## config.mk

```make
export PLATFORM = sky130hd
export DESIGN_NAME = i2c_rm_master
export DESIGN_NICKNAME = d
export VERILOG_FILES = /design/src/rtl/i2c_rm_pkg.sv /design/src/rtl/i2c_rm_tick.sv /design/src/rtl/i2c_rm_regs.sv /design/src/rtl/i2c_rm_engine.sv /design/src/rtl/i2c_rm_master.sv
export SDC_FILE = /design/constraint.sdc
export NUM_CORES = 1
export LEC_CHECK = 0
export BUFFER_PORTS_ARGS = -buffer_cell sky130_fd_sc_hd__buf_2
export CAP_MARGIN = 10
export CORE_ASPECT_RATIO = 1.5
export CORE_MARGIN = 8
export CORE_UTILIZATION = 50
export DETAILED_ROUTE_END_ITERATION = 6
export PLACE_DENSITY = 0.71
export SLEW_MARGIN = 10
export SYNTH_ARGS = -nofsm -noshare
export SYNTH_HDL_FRONTEND = slang
export SYNTH_HIERARCHICAL = 1
export SYNTH_SLANG_ARGS = --single-unit
export TNS_END_PERCENT = 20
```

## constraint.sdc

```tcl
create_clock -name clk -period 3 [get_ports clk]
set_clock_uncertainty 0.15 [all_clocks]
set_input_delay 0.6 -clock clk [delete_from_list [all_inputs] [get_ports clk]]
set_output_delay 0.6 -clock clk [all_outputs]
set_load 0.01 [all_outputs]
```

## src/rtl/i2c_rm_pkg.sv

```systemverilog
`timescale 1ns/1ps
package i2c_rm_pkg;
  localparam int REG_AW = 3;
  localparam int REG_DW = 32;

  localparam logic [REG_AW-1:0] OFF_CFG  = 3'd0;
  localparam logic [REG_AW-1:0] OFF_ADDR = 3'd1;
  localparam logic [REG_AW-1:0] OFF_DLO  = 3'd2;
  localparam logic [REG_AW-1:0] OFF_DHI  = 3'd3;
  localparam logic [REG_AW-1:0] OFF_STAT = 3'd4;
  localparam logic [REG_AW-1:0] OFF_DIV  = 3'd5;
  localparam logic [REG_AW-1:0] OFF_LOAD = 3'd6;

  localparam int CFG_GO_BIT  = 9;
  localparam int CFG_RD_BIT  = 6;
  localparam int CFG_CNT_LSB = 1;
  localparam int CNT_W       = 3;

  typedef enum logic [1:0] {ST_IDLE, ST_START, ST_BIT, ST_STOP} eng_state_t;

  // Number of data bytes from the stored count-minus-one field.
  function automatic logic [3:0] xfer_len(input logic [CNT_W-1:0] cnt_m1);
    return {1'b0, cnt_m1} + 4'd1;
  endfunction

  // Byte k of the eight-byte staging area (low word holds bytes 0..3).
  function automatic logic [7:0] lane_pick(input logic [31:0] lo, input logic [31:0] hi,
                                           input logic [2:0] idx);
    logic [31:0] w;
    w = idx[2] ? hi : lo;
    return w[{idx[1:0], 3'b000} +: 8];
  endfunction

  // Replace one byte lane of a data word.
  function automatic logic [31:0] lane_put(input logic [31:0] w, input logic [1:0] lane,
                                           input logic [7:0] b);
    logic [31:0] r;
    r = w;
    r[{lane, 3'b000} +: 8] = b;
    return r;
  endfunction
endpackage

```

## src/rtl/i2c_rm_tick.sv

```systemverilog
`timescale 1ns/1ps
module i2c_rm_tick #(
  parameter int DIV_W = 16
) (
  input  logic             clk,
  input  logic             rst_n,
  input  logic             run,
  input  logic [DIV_W-1:0] div,
  output logic             tick
);
  logic [DIV_W-1:0] cnt;

  assign tick = run && (cnt == div);

  always_ff @(posedge clk or negedge rst_n) begin
    if (!rst_n)        cnt <= '0;
    else if (!run)     cnt <= '0;
    else if (tick)     cnt <= '0;
    else               cnt <= cnt + 1'b1;
  end
endmodule

```

## src/rtl/i2c_rm_regs.sv

```systemverilog
`timescale 1ns/1ps
module i2c_rm_regs
  import i2c_rm_pkg::*;
(
  input  logic              clk,
  input  logic              rst_n,
  input  logic              we,
  input  logic [REG_AW-1:0] waddr,
  input  logic [REG_DW-1:0] wdata,
  input  logic [REG_AW-1:0] raddr,
  output logic [REG_DW-1:0] rdata,
  input  logic              busy,
  input  logic              nack_addr,
  input  logic              nack_data,
  input  logic              rx_we,
  input  logic [2:0]        rx_idx,
  input  logic [7:0]        rx_byte,
  output logic              go,
  output logic [7:0]        ac_addr,
  output logic [CNT_W-1:0]  ac_cnt,
  output logic              ac_rd,
  output logic [REG_DW-1:0] ac_div,
  output logic [REG_DW-1:0] data_lo,
  output logic [REG_DW-1:0] data_hi,
  output logic              load_pend,
  output logic              load_copy,
  output logic              load_wr
);
  logic [7:0]        sh_addr;
  logic [CNT_W-1:0]  sh_cnt;
  logic              sh_rd;
  logic [REG_DW-1:0] sh_div;

  logic wr_cfg, wr_addr, wr_lo, wr_hi, wr_div, wr_load;
  assign wr_cfg  = we && (waddr == OFF_CFG);
  assign wr_addr = we && (waddr == OFF_ADDR);
  assign wr_lo   = we && (waddr == OFF_DLO);
  assign wr_hi   = we && (waddr == OFF_DHI);
  assign wr_div  = we && (waddr == OFF_DIV);
  assign wr_load = we && (waddr == OFF_LOAD);

  assign go        = wr_cfg && wdata[CFG_GO_BIT] && !busy;
  assign load_wr   = wr_load && wdata[0];
  assign load_copy = load_pend && !busy && !go;

  always_ff @(posedge clk or negedge rst_n) begin
    if (!rst_n) begin
      sh_addr <= '0; sh_cnt <= '0; sh_rd <= 1'b0; sh_div <= '0;
      ac_addr <= '0; ac_cnt <= '0; ac_rd <= 1'b0; ac_div <= '0;
      load_pend <= 1'b0;
    end else begin
      if (wr_cfg) begin
        sh_cnt <= wdata[CFG_CNT_LSB +: CNT_W];
        sh_rd  <= wdata[CFG_RD_BIT];
      end
      if (wr_addr) sh_addr <= wdata[7:0];
      if (wr_div)  sh_div  <= wdata;
      if (load_copy) begin
        ac_addr <= sh_addr; ac_cnt <= sh_cnt; ac_rd <= sh_rd; ac_div <= sh_div;
      end
      if (load_wr)        load_pend <= 1'b1;
      else if (load_copy) load_pend <= 1'b0;
    end
  end

  always_ff @(posedge clk or negedge rst_n) begin
    if (!rst_n) begin
      data_lo <= '0;
      data_hi <= '0;
    end else begin
      if (wr_lo)                    data_lo <= wdata;
      else if (rx_we && !rx_idx[2]) data_lo <= lane_put(data_lo, rx_idx[1:0], rx_byte);
      if (wr_hi)                    data_hi <= wdata;
      else if (rx_we && rx_idx[2])  data_hi <= lane_put(data_hi, rx_idx[1:0], rx_byte);
    end
  end

  always_comb begin
    rdata = '0;
    case (raddr)
      OFF_CFG: begin
        rdata[CFG_GO_BIT]               = busy;
        rdata[CFG_RD_BIT]               = ac_rd;
        rdata[CFG_CNT_LSB +: CNT_W]     = ac_cnt;
      end
      OFF_ADDR: rdata[7:0] = ac_addr;
      OFF_DLO:  rdata = data_lo;
      OFF_DHI:  rdata = data_hi;
      OFF_STAT: begin
        rdata[8] = busy;
        rdata[1] = nack_data;
        rdata[0] = nack_addr;
      end
      OFF_DIV:  rdata = ac_div;
      OFF_LOAD: rdata[0] = load_pend;
      default:  rdata = '0;
    endcase
  end
endmodule

```

## src/rtl/i2c_rm_engine.sv

```systemverilog
`timescale 1ns/1ps
module i2c_rm_engine
  import i2c_rm_pkg::*;
(
  input  logic             clk,
  input  logic             rst_n,
  input  logic             go,
  input  logic             tick,
  input  logic [7:0]       addr_byte,
  input  logic [CNT_W-1:0] cnt_m1,
  input  logic             rd_mode,
  input  logic [31:0]      data_lo,
  input  logic [31:0]      data_hi,
  input  logic             scl_i,
  input  logic             sda_i,
  output logic             busy,
  output logic             nack_addr,
  output logic             nack_data,
  output logic             scl_low,
  output logic             sda_low,
  output logic             rx_we,
  output logic [2:0]       rx_idx,
  output logic [7:0]       rx_byte,
  output logic             in_start,
  output logic             in_stop
);
  eng_state_t state;
  logic [1:0] ph;
  logic [3:0] bit_i;
  logic [3:0] byte_i;
  logic [7:0] tx_sh;
  logic [7:0] rx_sh;
  logic       ack_hi;

  logic       ack_slot, last_byte, rx_phase;
  logic [3:0] byte_m1;
  assign ack_slot  = (bit_i == 4'd8);
  assign last_byte = (byte_i == xfer_len(cnt_m1));
  assign rx_phase  = (byte_i != 4'd0) && rd_mode;
  assign byte_m1   = byte_i - 4'd1;

  assign busy     = (state != ST_IDLE);
  assign in_start = (state == ST_START);
  assign in_stop  = (state == ST_STOP);
  assign rx_we    = tick && (state == ST_BIT) && (ph == 2'd3) && ack_slot && rx_phase;
  assign rx_idx   = byte_m1[2:0];
  assign rx_byte  = rx_sh;

  always_ff @(posedge clk or negedge rst_n) begin
    if (!rst_n) begin
      state <= ST_IDLE; ph <= 2'd0; bit_i <= '0; byte_i <= '0;
      tx_sh <= '0; rx_sh <= '0; ack_hi <= 1'b0;
      nack_addr <= 1'b0; nack_data <= 1'b0;
      scl_low <= 1'b0; sda_low <= 1'b0;
    end else begin
      case (state)
        ST_IDLE: if (go) begin
          state <= ST_START; ph <= 2'd0; bit_i <= '0; byte_i <= '0;
          tx_sh <= addr_byte; nack_addr <= 1'b0; nack_data <= 1'b0;
        end
        ST_START: if (tick) begin
          case (ph)
            2'd0: ph <= 2'd1;
            2'd1: ph <= 2'd2;
            2'd2: if (scl_i) begin sda_low <= 1'b1; ph <= 2'd3; end
            default: begin scl_low <= 1'b1; state <= ST_BIT; ph <= 2'd0; end
          endcase
        end
        ST_BIT: if (tick) begin
          case (ph)
            2'd0: begin
              if (!ack_slot) sda_low <= rx_phase ? 1'b0 : !tx_sh[7];
              else           sda_low <= rx_phase && !last_byte;
              ph <= 2'd1;
            end
            2'd1: begin scl_low <= 1'b0; ph <= 2'd2; end
            2'd2: if (scl_i) begin
              if (!ack_slot) rx_sh <= {rx_sh[6:0], sda_i};
              else           ack_hi <= sda_i;
              ph <= 2'd3;
            end
            default: begin
              scl_low <= 1'b1;
              ph <= 2'd0;
              if (!ack_slot) begin
                bit_i <= bit_i + 4'd1;
                tx_sh <= {tx_sh[6:0], 1'b0};
              end else if (!rx_phase && ack_hi) begin
                if (byte_i == 4'd0) nack_addr <= 1'b1;
                else                nack_data <= 1'b1;
                state <= ST_STOP;
              end else if (last_byte) begin
                state <= ST_STOP;
              end else begin
                byte_i <= byte_i + 4'd1;
                bit_i  <= '0;
                tx_sh  <= lane_pick(data_lo, data_hi, byte_i[2:0]);
              end
            end
          endcase
        end
        default: if (tick) begin
          case (ph)
            2'd0: begin sda_low <= 1'b1; ph <= 2'd1; end
            2'd1: begin scl_low <= 1'b0; ph <= 2'd2; end
            2'd2: if (scl_i) ph <= 2'd3;
            default: begin sda_low <= 1'b0; state <= ST_IDLE; ph <= 2'd0; end
          endcase
        end
      endcase
    end
  end
endmodule

```

## src/rtl/i2c_rm_master.sv

```systemverilog
`timescale 1ns/1ps
module i2c_rm_master
  import i2c_rm_pkg::*;
#(
  parameter int DIV_W = 16
) (
  input  logic              clk,
  input  logic              rst_n,
  input  logic              reg_we,
  input  logic [REG_AW-1:0] reg_waddr,
  input  logic [REG_DW-1:0] reg_wdata,
  input  logic [REG_AW-1:0] reg_raddr,
  output logic [REG_DW-1:0] reg_rdata,
  input  logic              scl_i,
  output logic              scl_drive_low,
  input  logic              sda_i,
  output logic              sda_drive_low
);
  localparam int DIV_LSB = REG_DW - DIV_W;

  logic              go_pulse, eng_busy, nack_addr, nack_data;
  logic              rx_we, tick, in_start, in_stop;
  logic [2:0]        rx_idx;
  logic [7:0]        rx_byte, ac_addr;
  logic [CNT_W-1:0]  ac_cnt;
  logic              ac_rd, load_pend, load_copy, load_wr;
  logic [REG_DW-1:0] ac_div, data_lo, data_hi;

  i2c_rm_regs regs_i (
    .clk(clk), .rst_n(rst_n), .we(reg_we), .waddr(reg_waddr), .wdata(reg_wdata),
    .raddr(reg_raddr), .rdata(reg_rdata), .busy(eng_busy), .nack_addr(nack_addr),
    .nack_data(nack_data), .rx_we(rx_we), .rx_idx(rx_idx), .rx_byte(rx_byte),
    .go(go_pulse), .ac_addr(ac_addr), .ac_cnt(ac_cnt), .ac_rd(ac_rd), .ac_div(ac_div),
    .data_lo(data_lo), .data_hi(data_hi), .load_pend(load_pend),
    .load_copy(load_copy), .load_wr(load_wr)
  );

  i2c_rm_tick #(.DIV_W(DIV_W)) tick_i (
    .clk(clk), .rst_n(rst_n), .run(eng_busy),
    .div(ac_div[DIV_LSB +: DIV_W]), .tick(tick)
  );

  i2c_rm_engine eng_i (
    .clk(clk), .rst_n(rst_n), .go(go_pulse), .tick(tick), .addr_byte(ac_addr),
    .cnt_m1(ac_cnt), .rd_mode(ac_rd), .data_lo(data_lo), .data_hi(data_hi),
    .scl_i(scl_i), .sda_i(sda_i), .busy(eng_busy), .nack_addr(nack_addr),
    .nack_data(nack_data), .scl_low(scl_drive_low), .sda_low(sda_drive_low),
    .rx_we(rx_we), .rx_idx(rx_idx), .rx_byte(rx_byte),
    .in_start(in_start), .in_stop(in_stop)
  );
endmodule

```

-- Word level (Yosys, flattened, before mapping)
Cells that the tools add are included.
- add/sub/neg operators: 6
- multiply operators: 0
- div/mod/pow operators: 0
- order comparisons: 0
- equal/unequal tests: 40
- shifts and indexed selects: 3
- muxes and demuxes: 86
- bitwise logic cells: 2
- reductions and logical operators: 53
- operators by type and width (kind ; number):
    $mux W32 ; 5
    $pmux W22 S3 ; 1
    $bwmux W32 ; 2
    $mux W8 ; 6
    $mux W4 ; 11
    $mux W16 ; 2
    $shift A8 B7 Y32 const A ; 1
    $shiftx A32 B6 Y8 ; 1
    $shiftx A8 B7 Y32 ; 1
    $mux W2 ; 14
    $mux W1 ; 26
    $ne A2 B2 Y1 const B ; 12
    $logic_and A1 B1 Y1 ; 21
    $reduce_and A7 Y1 ; 3
    $add A16 B1 Y16 const B ; 1
    $eq A16 B16 Y1 ; 1
    $pmux W4 S2 ; 2
    $pmux W8 S2 ; 1
    $eq A3 B3 Y1 const B ; 5
    $reduce_and A5 Y1 ; 3
    $eq A3 B2 Y1 const B ; 4
    $pmux W1 S4 ; 3
    $pmux W1 S6 ; 2
    $pmux W2 S3 ; 2
    other kinds (31) ; 60
- register bits: 202
- latch bits: 0
- RAM bits: 0
- memory bits (read-only): 0
- logic and storage cells: 213
- memories kept: 0

-- Longest topological paths before layout
Gate-level depths: netlist of run 1.
- word-level depth: 9
- mapped depth: 13
- mapped depth without buffers: 10

-- Hierarchy
Netlist of run 1, hierarchy kept.
- modules (own cells, without submodules) (module ; times used ; cells an instance ; area an instance (sq um) ; seq. area each (sq um)):
    i2c_rm_regs ; 1 ; 653 ; 7573.5 ; 3828.7
    i2c_rm_engine ; 1 ; 232 ; 2544.9 ; 825.8
    i2c_rm_tick ; 1 ; 98 ; 954.7 ; 400.4

-- Worst setup path after synthesis of run 1
Ideal clock, no wire load.
- path type: register to register
- start point: register tick_i.cnt[11]
- end point: register regs_i.data_lo[12]
- library setup time: 0.082 ns
- arrival time: 2.871 ns
- setup slack: -0.103 ns
- cell stages (with the launch flop): 14
- clock period less this slack: 3.103 ns
- cell sequence: dfrtp_1 -> buf_6 -> xor2_1 -> nor4_2 -> nand2_1 -> nor4_1 -> nand2_1 -> nor3_1 -> buf_2 -> nor4bb_1 -> clkbuf_1 -> buf_2 -> nand4_1 -> a31oi_1
- cells in the longest elaborated chain, start to end: 8
- ends and longest elaborated chain (item ; RTL line ; RTL):
    start, declared ; i2c_rm_tick.sv:11 ; logic [DIV_W-1:0] cnt;
    start signal, assigned ; i2c_rm_tick.sv:19 ; else cnt <= cnt + 1'b1;
    $eq A16 B16 Y1 ; i2c_rm_tick.sv:13 ; assign tick = run && (cnt == div);
    $logic_and A1 B1 Y1 ; i2c_rm_tick.sv:13 ;
    named net tick ; i2c_rm_master.sv:22 ; logic rx_we, tick, in_start, in_stop;
    $logic_and A1 B1 Y1 (4 in a row) ; i2c_rm_engine.sv:45 ; assign rx_we = tick && (state == ST_BIT) && (ph == 2'd3) && ack_slot && rx_phase;
    named net rx_we ; i2c_rm_master.sv:22 ;
    $logic_and A1 B1 Y1 ; i2c_rm_regs.sv:72 ; else if (rx_we && !rx_idx[2]) data_lo <= lane_put(data_lo, rx_idx[1:0], rx_byte);
    $reduce_bool A2 Y1 (no line) ; n/a ;
    end signal, assigned ; i2c_rm_regs.sv:71 ; if (wr_lo) data_lo <= wdata;
    end signal, assigned ; i2c_rm_regs.sv:72 ;
    end, declared ; i2c_rm_regs.sv:23 ; output logic [REG_DW-1:0] data_lo,
The timed path passes the listed nets, and every way through them passes these cells.
A chain may end at the register's enable or synchronous reset.

-- Worst setup path after layout of run 1
- start point: register eng_i.state[0]
- end point: output reg_rdata[8]
- cells in the longest elaborated chain, start to end: 2
- ends and longest elaborated chain (item ; RTL line ; RTL):
    start, declared ; i2c_rm_engine.sv:27 ; eng_state_t state;
    start signal, assigned ; i2c_rm_engine.sv:51 ; state <= ST_IDLE; ph <= 2'd0; bit_i <= '0; byte_i <= '0;
    start signal, assigned ; i2c_rm_engine.sv:58 ; state <= ST_START; ph <= 2'd0; bit_i <= '0; byte_i <= '0;
    start signal, assigned ; i2c_rm_engine.sv:66 ; default: begin scl_low <= 1'b1; state <= ST_BIT; ph <= 2'd0; end
    $reduce_bool A2 Y1 ; i2c_rm_engine.sv:42 ; assign busy = (state != ST_IDLE);
    named net eng_busy ; i2c_rm_master.sv:21 ; logic go_pulse, eng_busy, nack_addr, nack_data;
    $pmux W1 S4 ; i2c_rm_regs.sv:80 ; case (raddr)
    end, declared ; i2c_rm_master.sv:13 ; output logic [REG_DW-1:0] reg_rdata,
The timed path passes the listed nets, and every way through them passes these cells.

==> results of run 1 <==
[metal layers]
layer  share of wire [%]  up-vias
li1                    -     3807
met1                  40     4300
met2                  50      324
met3                 5.5       68
met4                 3.5        0
met5                   0        -
[how the worst max path moves through the flow]
stage               slack [ns]                             to                     startpoint
floorplan                 0.02  regs_i/data_hi[0]$_DFFE_PN0P_    eng_i/byte_i[0]$_DFFE_PN0P_
global placement          0.03  regs_i/data_lo[8]$_DFFE_PN0P_  regs_i/ac_div[19]$_DFFE_PN0P_
detailed placement       -0.08  regs_i/data_lo[8]$_DFFE_PN0P_  regs_i/ac_div[19]$_DFFE_PN0P_
CTS                      0.004                   reg_rdata[9]     eng_i/state[0]$_DFFE_PN0P_
global route           -0.0005                   reg_rdata[8]     eng_i/state[1]$_DFFE_PN0P_
finish                    0.11                   reg_rdata[8]     eng_i/state[0]$_DFFE_PN0P_
[critical path: stages, from the launching register on]
cell and delay, ns:
dfrtp_1 0.41, inv_1 0.10, ha_2 0.23, inv_2 0.08, buf_4 0.17, mux2_2 0.26
nand2_1 0.06, o21ai_0 0.14, buf_2 0.19
[registers in the layout, indices dropped and copies added, names as in the netlist, 2 cells and up]
signal and cells:
tick_i/cnt 16, eng_i/rx_byte 8, eng_i/state 2, regs_i/ac_addr 8, regs_i/data_hi 32, eng_i/ph 2, regs_i/sh_cnt 3, regs_i/ac_div 32
eng_i/bit_i 4, eng_i/byte_i 4, regs_i/data_lo 32, regs_i/sh_addr 8, regs_i/ac_cnt 3, eng_i/tx_sh 8, regs_i/sh_div 32
[layout make-up]
cell class	count	area, um^2
repair buffers	131	878
clock buffers	30	579
clock inverters	8	43.8
fillers	1851	9090
flip-flops and latches	202	5050
well taps	272	340
inverters	20	75.1
multi-input cells	691	5660
[through the flow]
stage                     hold slack, ns  worst slack [ns]
after detailed placement           0.336           -0.0827
final                              0.213             0.108
after floorplan                    0.154            0.0177
after CTS                          0.205           0.00406
after global placement             0.318            0.0251
after global routing               0.209         -0.000544
[what timing repair did]
| action | in CTS | in global routing |
|---|---|---|
| resized for setup | 2 | 7 |
| buffers inserted | 1 | 1 |
| pin swaps | 1 | 4 |
| endpoints found under the hold margin | 64 | 0 |
| cloned | 0 | 0 |
| setup endpoints to repair | 16 | 48 |
| hold buffers | 1 | 0 |
[report_power, final]
| part | internal [W] | leakage (nW) | switching [W] |
|---|---|---|---|
| Combinational | 0.00191 | 2.91 | 0.00200 |
| Clock | 0.00135 | 0.313 | 0.00109 |
| Sequential | 0.00346 | 2.44 | 0.000697 |
| Total | 0.00672 | 5.67 | 0.00378 |
[placed cells by master (no fill, tap or decap), drive strengths merged, types with 4 or more instances in the layout]
master and count:
mux2i 27, o21ai 10, o2bb2ai 29, nor2 95, nand2 68, buf 129, a221o 7, clkinv 8
mux4 17, xor2 17, clkbuf 31, nand3 21, a21oi 43, nor2b 8, nor3b 5, dfrtp 202
a32oi 17, mux2 119, and2 4, a31oi 35, inv 20, and3b 8, a22oi 18, nor3 8
xnor2 18, ha 20, nand4 39, nand3b 6
==> impl_results.md, run 1 <==
- Die H: 198 um
- Core ar.: 0.0217 mm^2
- Diodes inserted: 0
- P per Cell Area: 832 mW/mm^2
- Die Wd: 137 um
- Overall routing resource usage: 23.4%
- Crit path DAT: 2.14 ns
- Most Used Layer, Global Route: met2
- Nets: 1,130
- Largest net degree at the start of global routing: 69
- Syn. warnings: 6
- Residual DRC: 0
- Clock Pin Slew Worst Setup and Hold Paths: 0.06 ns
- CP Launch Type: register
- Clk buf depth: 3
- Clk sinks: 202
- CP Capture Type: primary output
- Clock latency on the worst-skew pair: 0.51 ns
- Met1 Use GR: 29.8%
- Final min period: 2.89 ns
- Clock root buffer master: clkbuf_16
- HPWL after DPL: 22.0 mm
- Post-DRT Antenna Nets: 0
- Initial antenna violation count: 0
- Post-layout instance area: 0.0126 mm^2
- Worst Tran Pin Value: 1.02 ns
- Syn Std Cell Area: 0.0111 mm^2
- Max Freq: 346 MHz
- # port buffers: 76
- Area of the die: 0.0272 mm^2
- Final setup TNS: 0 ns
- Tot Pwr: 0.0105 W
- Hold Crit Class: input pin to register
- Worst R2R Path Depth: 10
- GRT met3 Usage: 2.87%
- Worst reg2reg endpoint: regs_i/data_lo[8]$_DFFE_PN0P_
- Total Wirelength: 31.4 mm
- Leakage power: 5.67 nW
- Post-layout util: 58.1%
- Final setup vio count: 0
- DR WL/cell: 23.2 um
- RSZ-0062 raised after global routing: yes
- Vias per inst: 6.28
- Vias in the first global route: 8,762
- Syn Nets: 1,045
- Global-route wire length before repair: 50.0 mm
- CP Max Fanout: 5
- Syn_area_per_cell: 11.3 um^2
- Post-synthesis cell count: 982
- Initial Util: 50.9%
- Via count: 8,499
- Hold EP: regs_i/sh_div[16]$_DFFE_PN0P_
- Critical Path RT: 2.25 ns
- First-pass DRT Iterations: 7
- Area of placed instances: 0.0119 mm^2
- Max-slew violation count: 0
- Row count: 66
- I/O pin count: 77
- Rel. slew slack: 31.7%
- Reg2reg setup slack: 0.22 ns
- Hold path cells: 2
- Met2 Use GR: 39.6%
- Final cell count without fillers: 1,354
- # placed instances: 1,313
- Reg-to-Reg Start: regs_i/ac_div[20]$_DFFE_PN0P_
- Total CTS buffers: 21
- Synth-to-layout area growth: 14.2%
- Worst IR drop on VDD: 0.000531 V
- TritonCTS clock tree: built
- Status: finished, final reports clean
- Worst Hold Launch: reg_wdata[16]
- H-tree Lvls: 1
- Gp weighted congestion: 0.859
- Fin crit share: 96.4%
- CP Class: register to primary output
- Share of layout cells above drive strength 1: 29.5%
- Max-cap violations: 0
- Final Hold Viols: 0
- Grt total ovfl: 0
- Initial DRC count: 838
No activity file was read; power rests on OpenSTA's default activity.
==> inputs of run 2 (changes only) <==
- ABC_AREA: default -> 0
- CORE_UTILIZATION: 50 -> 35
- PLACE_DENSITY: 0.71 -> default
- RECOVER_POWER: default -> 25
==> run 2 against run 1 <==
- the flow now finishes with violations (capacitance limit, slew limit)
- setup slack better by 0.018 ns
- design area up 2.4%
- non-clock buffer count is 6 higher
- sequential share of layout area fell by 0.95 points
- critical endpoint is now reg_rdata[9]
- clock power rose by 12%
- worst hold slack worse by 0.0060 ns
- core utilization shrank 16 points
- routed wire length rose by 4.5%
- critical path type unchanged
- flip-flop and latch count is the same
==> impl_results.md, run 2 (synthesis gave the netlist of run 1 again) <==
- H-tree Lvls: 1 (unchanged)
- Combinational Power Share: 36.1% (-1.2 points)
- Psw: 0.00383 W (+1.4%)
- Post-DRT Antenna Nets: 0 (unchanged)
- Total Wirelength: 32.8 mm (+4.5%)
- CP max stage delay: 0.41 ns (about the same)
- Post-layout util: 41.7% (-16 points)
- Clock power share: 25.3% (+2.1 points)
- Status: complete, but fails checks
- Slowest cell on the critical path: dfrtp_1
- Total CTS buffers: 22 (+4.8%)
- Vias per inst: 5.58 (-11%)
- Synth-to-layout area growth: 17.0%
- Fill cell count: 3,020 (+63%)
- Critical Path RT: 2.25 ns (about the same)
- First-pass DRT Iterations: 7 (unchanged)
- Final min period: 2.87 ns (-0.0175 ns)
- Grt total ovfl: 0 (unchanged)
- Crit path DAT: 2.12 ns (-0.02 ns)
- Max Freq: 348 MHz (+0.61%)
- Diodes inserted: 0 (unchanged)
- Worst Hold Launch: reg_wdata[19]
- Pre-CTS setup slack: 0.0533 ns (+0.136 ns)
- Worst IR drop on VDD: 0.000521 V (-1.9%)
- Final setup TNS: 0 ns (unchanged)
- Max-cap violations: 1 (+1)
- Reg-to-Reg Start: regs_i/ac_div[20]$_DFFE_PN0P_
- Area of the die: 0.0377 mm^2 (+38%)
- Final setup vio count: 0 (unchanged)
- Reg2reg setup slack: 0.18 ns (-0.04 ns)
- Initial DRC count: 550 (-34%)
- Commonest non-fill, non-tap cell in the layout: dfrtp_1
- Violated checks: capacitance limit, slew limit
- Leakage power: 5.72 nW (+0.96%)
- CP Capture Type: primary output
- TritonCTS clock tree: built
- Die H: 234 um (+18%)
- Sw Ratio: 35.6% (-0.43 points)
- Global-route wire length before repair: 50.8 mm (+1.6%)
- WP buf/inv: 4 (unchanged)
- Slack of the critical path: 0.126 ns (+0.0175 ns)
- Core ar.: 0.0310 mm^2 (+43%)
- Hold EP: regs_i/sh_div[19]$_DFFE_PN0P_
- Kind of cell adding the most delay to the critical path: buffers and inverters
- Clock Pin Slew Worst Setup and Hold Paths: 0.06 ns (about the same)
- DR WL/cell: 21.9 um (-5.4%)
- Row count: 79 (+20%)
- Clk buf depth: 3 (unchanged)
- Gp weighted congestion: 0.842 (-2.1%)
- Overall routing resource usage: 17.1% (-6.3 points)
- Internal Power: 0.00694 W (+3.3%)
- Worst R2R Path Depth: 11 (+1)
- Final Hold Viols: 0 (unchanged)
- Initial antenna violation count: 0 (unchanged)
- Die Wd: 161 um (+17%)
- Worst reg2reg endpoint: regs_i/data_lo[28]$_DFFE_PN0P_
- Commonest non-fill, non-tap cells in the layout: dfrtp_1 (202), nor2_1 (94), mux2_2 (74)
- Hold Crit Class: input pin to register
- Initial Util: 35.6% (-15 points)
- Rel. slew slack: -34.4% (-66 points)
- Via count: 8,346 (-1.8%)
- Worst Tran Pin Value: 2.02 ns (+0.994 ns)
- Share of layout cells above drive strength 1: 29.5% (+0.059 points)
- P per Cell Area: 833 mW/mm^2 (+0.16%)
- Fin crit share: 95.8% (-0.58 points)
- HPWL after DPL: 23.4 mm (+6.0%)
- Vias in the first global route: 8,516 (-2.8%)
- Hold path cells: 2 (unchanged)
- CP Class: register to primary output
- Clk sinks: 202 (unchanged)
- Clock root buffer master: clkbuf_16
- Nets: 1,137 (+0.62%)
- CP Max Fanout: 5 (unchanged)
- RSZ-0062 raised after global routing: yes
- Clock latency on the worst-skew pair: 0.52 ns (about the same)
- Worst path cell trace: inv_1, ha_2, inv_2, buf_4, nor3b_1, a21oi_1, o2bb2ai_1, buf_2
- Max-slew violation count: 71 (+71)
- # port buffers: 76 (unchanged)
- Residual DRC: 0 (unchanged)
- CP Launch Type: register
- Seq pwr share: 38.6% (-0.9 points)
- Largest net degree at the start of global routing: 73 (+5.8%)
- I/O pin count: 77 (unchanged)
==> run 2: cell types whose count changed in the layout (fill, tap and decap cells not counted), moves of 2 or more <==
cell       change
clkinv_2       -3
clkbuf_16      +2
buf_2          -2
clkbuf_2       +2
buf_12         +3
clkbuf_1       +4
==> run 2: worst register-to-register path, delay by kind of cell (launching register included) <==
kind,cells,cell delay (ns)
simple gates,5,0.96
buf+inv,3,0.58
flops,1,0.47
compound gates,2,0.29
xor+xnor,1,0.28
==> run 2: final cells by class <==
class,count,area [um^2],area share [%]
clock buffer,33,643,4.97
clock inverter,7,75.1,0.580
inverter,20,75.1,0.580
multi-input combinational,691,5640,43.6
sequential,202,5050,39.1
tap,405,507,3.92
timing repair buffer,137,940,7.26
==> run 2: worst max path at each step <==
stage	start	endpoint	slack, ns	cells past startpoint
2_1_floorplan	eng_i/byte_i[0]$_DFFE_PN0P_	regs_i/data_hi[0]$_DFFE_PN0P_	0.02	12
3_3_place_gp	regs_i/ac_div[29]$_DFFE_PN0P_	regs_i/data_lo[7]$_DFFE_PN0P_	0.07	12
3_5_place_dp	regs_i/ac_div[29]$_DFFE_PN0P_	regs_i/data_lo[7]$_DFFE_PN0P_	0.05	12
4_1_cts	regs_i/ac_div[29]$_DFFE_PN0P_	regs_i/data_lo[7]$_DFFE_PN0P_	0.02	12
5_1_grt	eng_i/state[0]$_DFFE_PN0P_	reg_rdata[9]	-0.008	8
6_report	eng_i/state[1]$_DFFE_PN0P_	reg_rdata[9]	0.13	8
==> run 2: power groups by stage <==
stage                     Clock [W]  Combinational (W)  Sequential (W)
after global routing        0.00290            0.00421         0.00425
after floorplan                   0            0.00280         0.00390
final                       0.00273            0.00389         0.00416
after detailed placement          0            0.00380         0.00420
after global placement            0            0.00373         0.00419
after CTS                   0.00280            0.00382         0.00417
==> run 2: what timing repair did <==
item,CTS,global route
buffers inserted,0,5
endpoints found under the hold margin,66,0
endpoints found under the setup margin,2,63
hold buffers,1,0
cloned,0,1
pin swaps,0,4
resized for setup,2,9
==> run 2: per-layer routing <==
| metal | GRT usage (%) | wire, um |
|---|---|---|
| met4 | 6.41 | 1050 |
| met2 | 30.5 | 16700 |
| met3 | 2.36 | 1480 |
| met1 | 20.6 | 13600 |
| met5 | 0 | 0 |
==> run 2: per-stage QoR <==
step	hold slack, ns	cells	area [um^2]	power, W
finish	0.207	1495	12900	0.0108
global route	0.197	1495	12900	0.0114
CTS	0.186	1489	12900	0.0108
detailed placement	0.317	1448	12200	0.00801
global placement	0.314	1448	12200	0.00793
floorplan	0.154	982	11100	0.00670
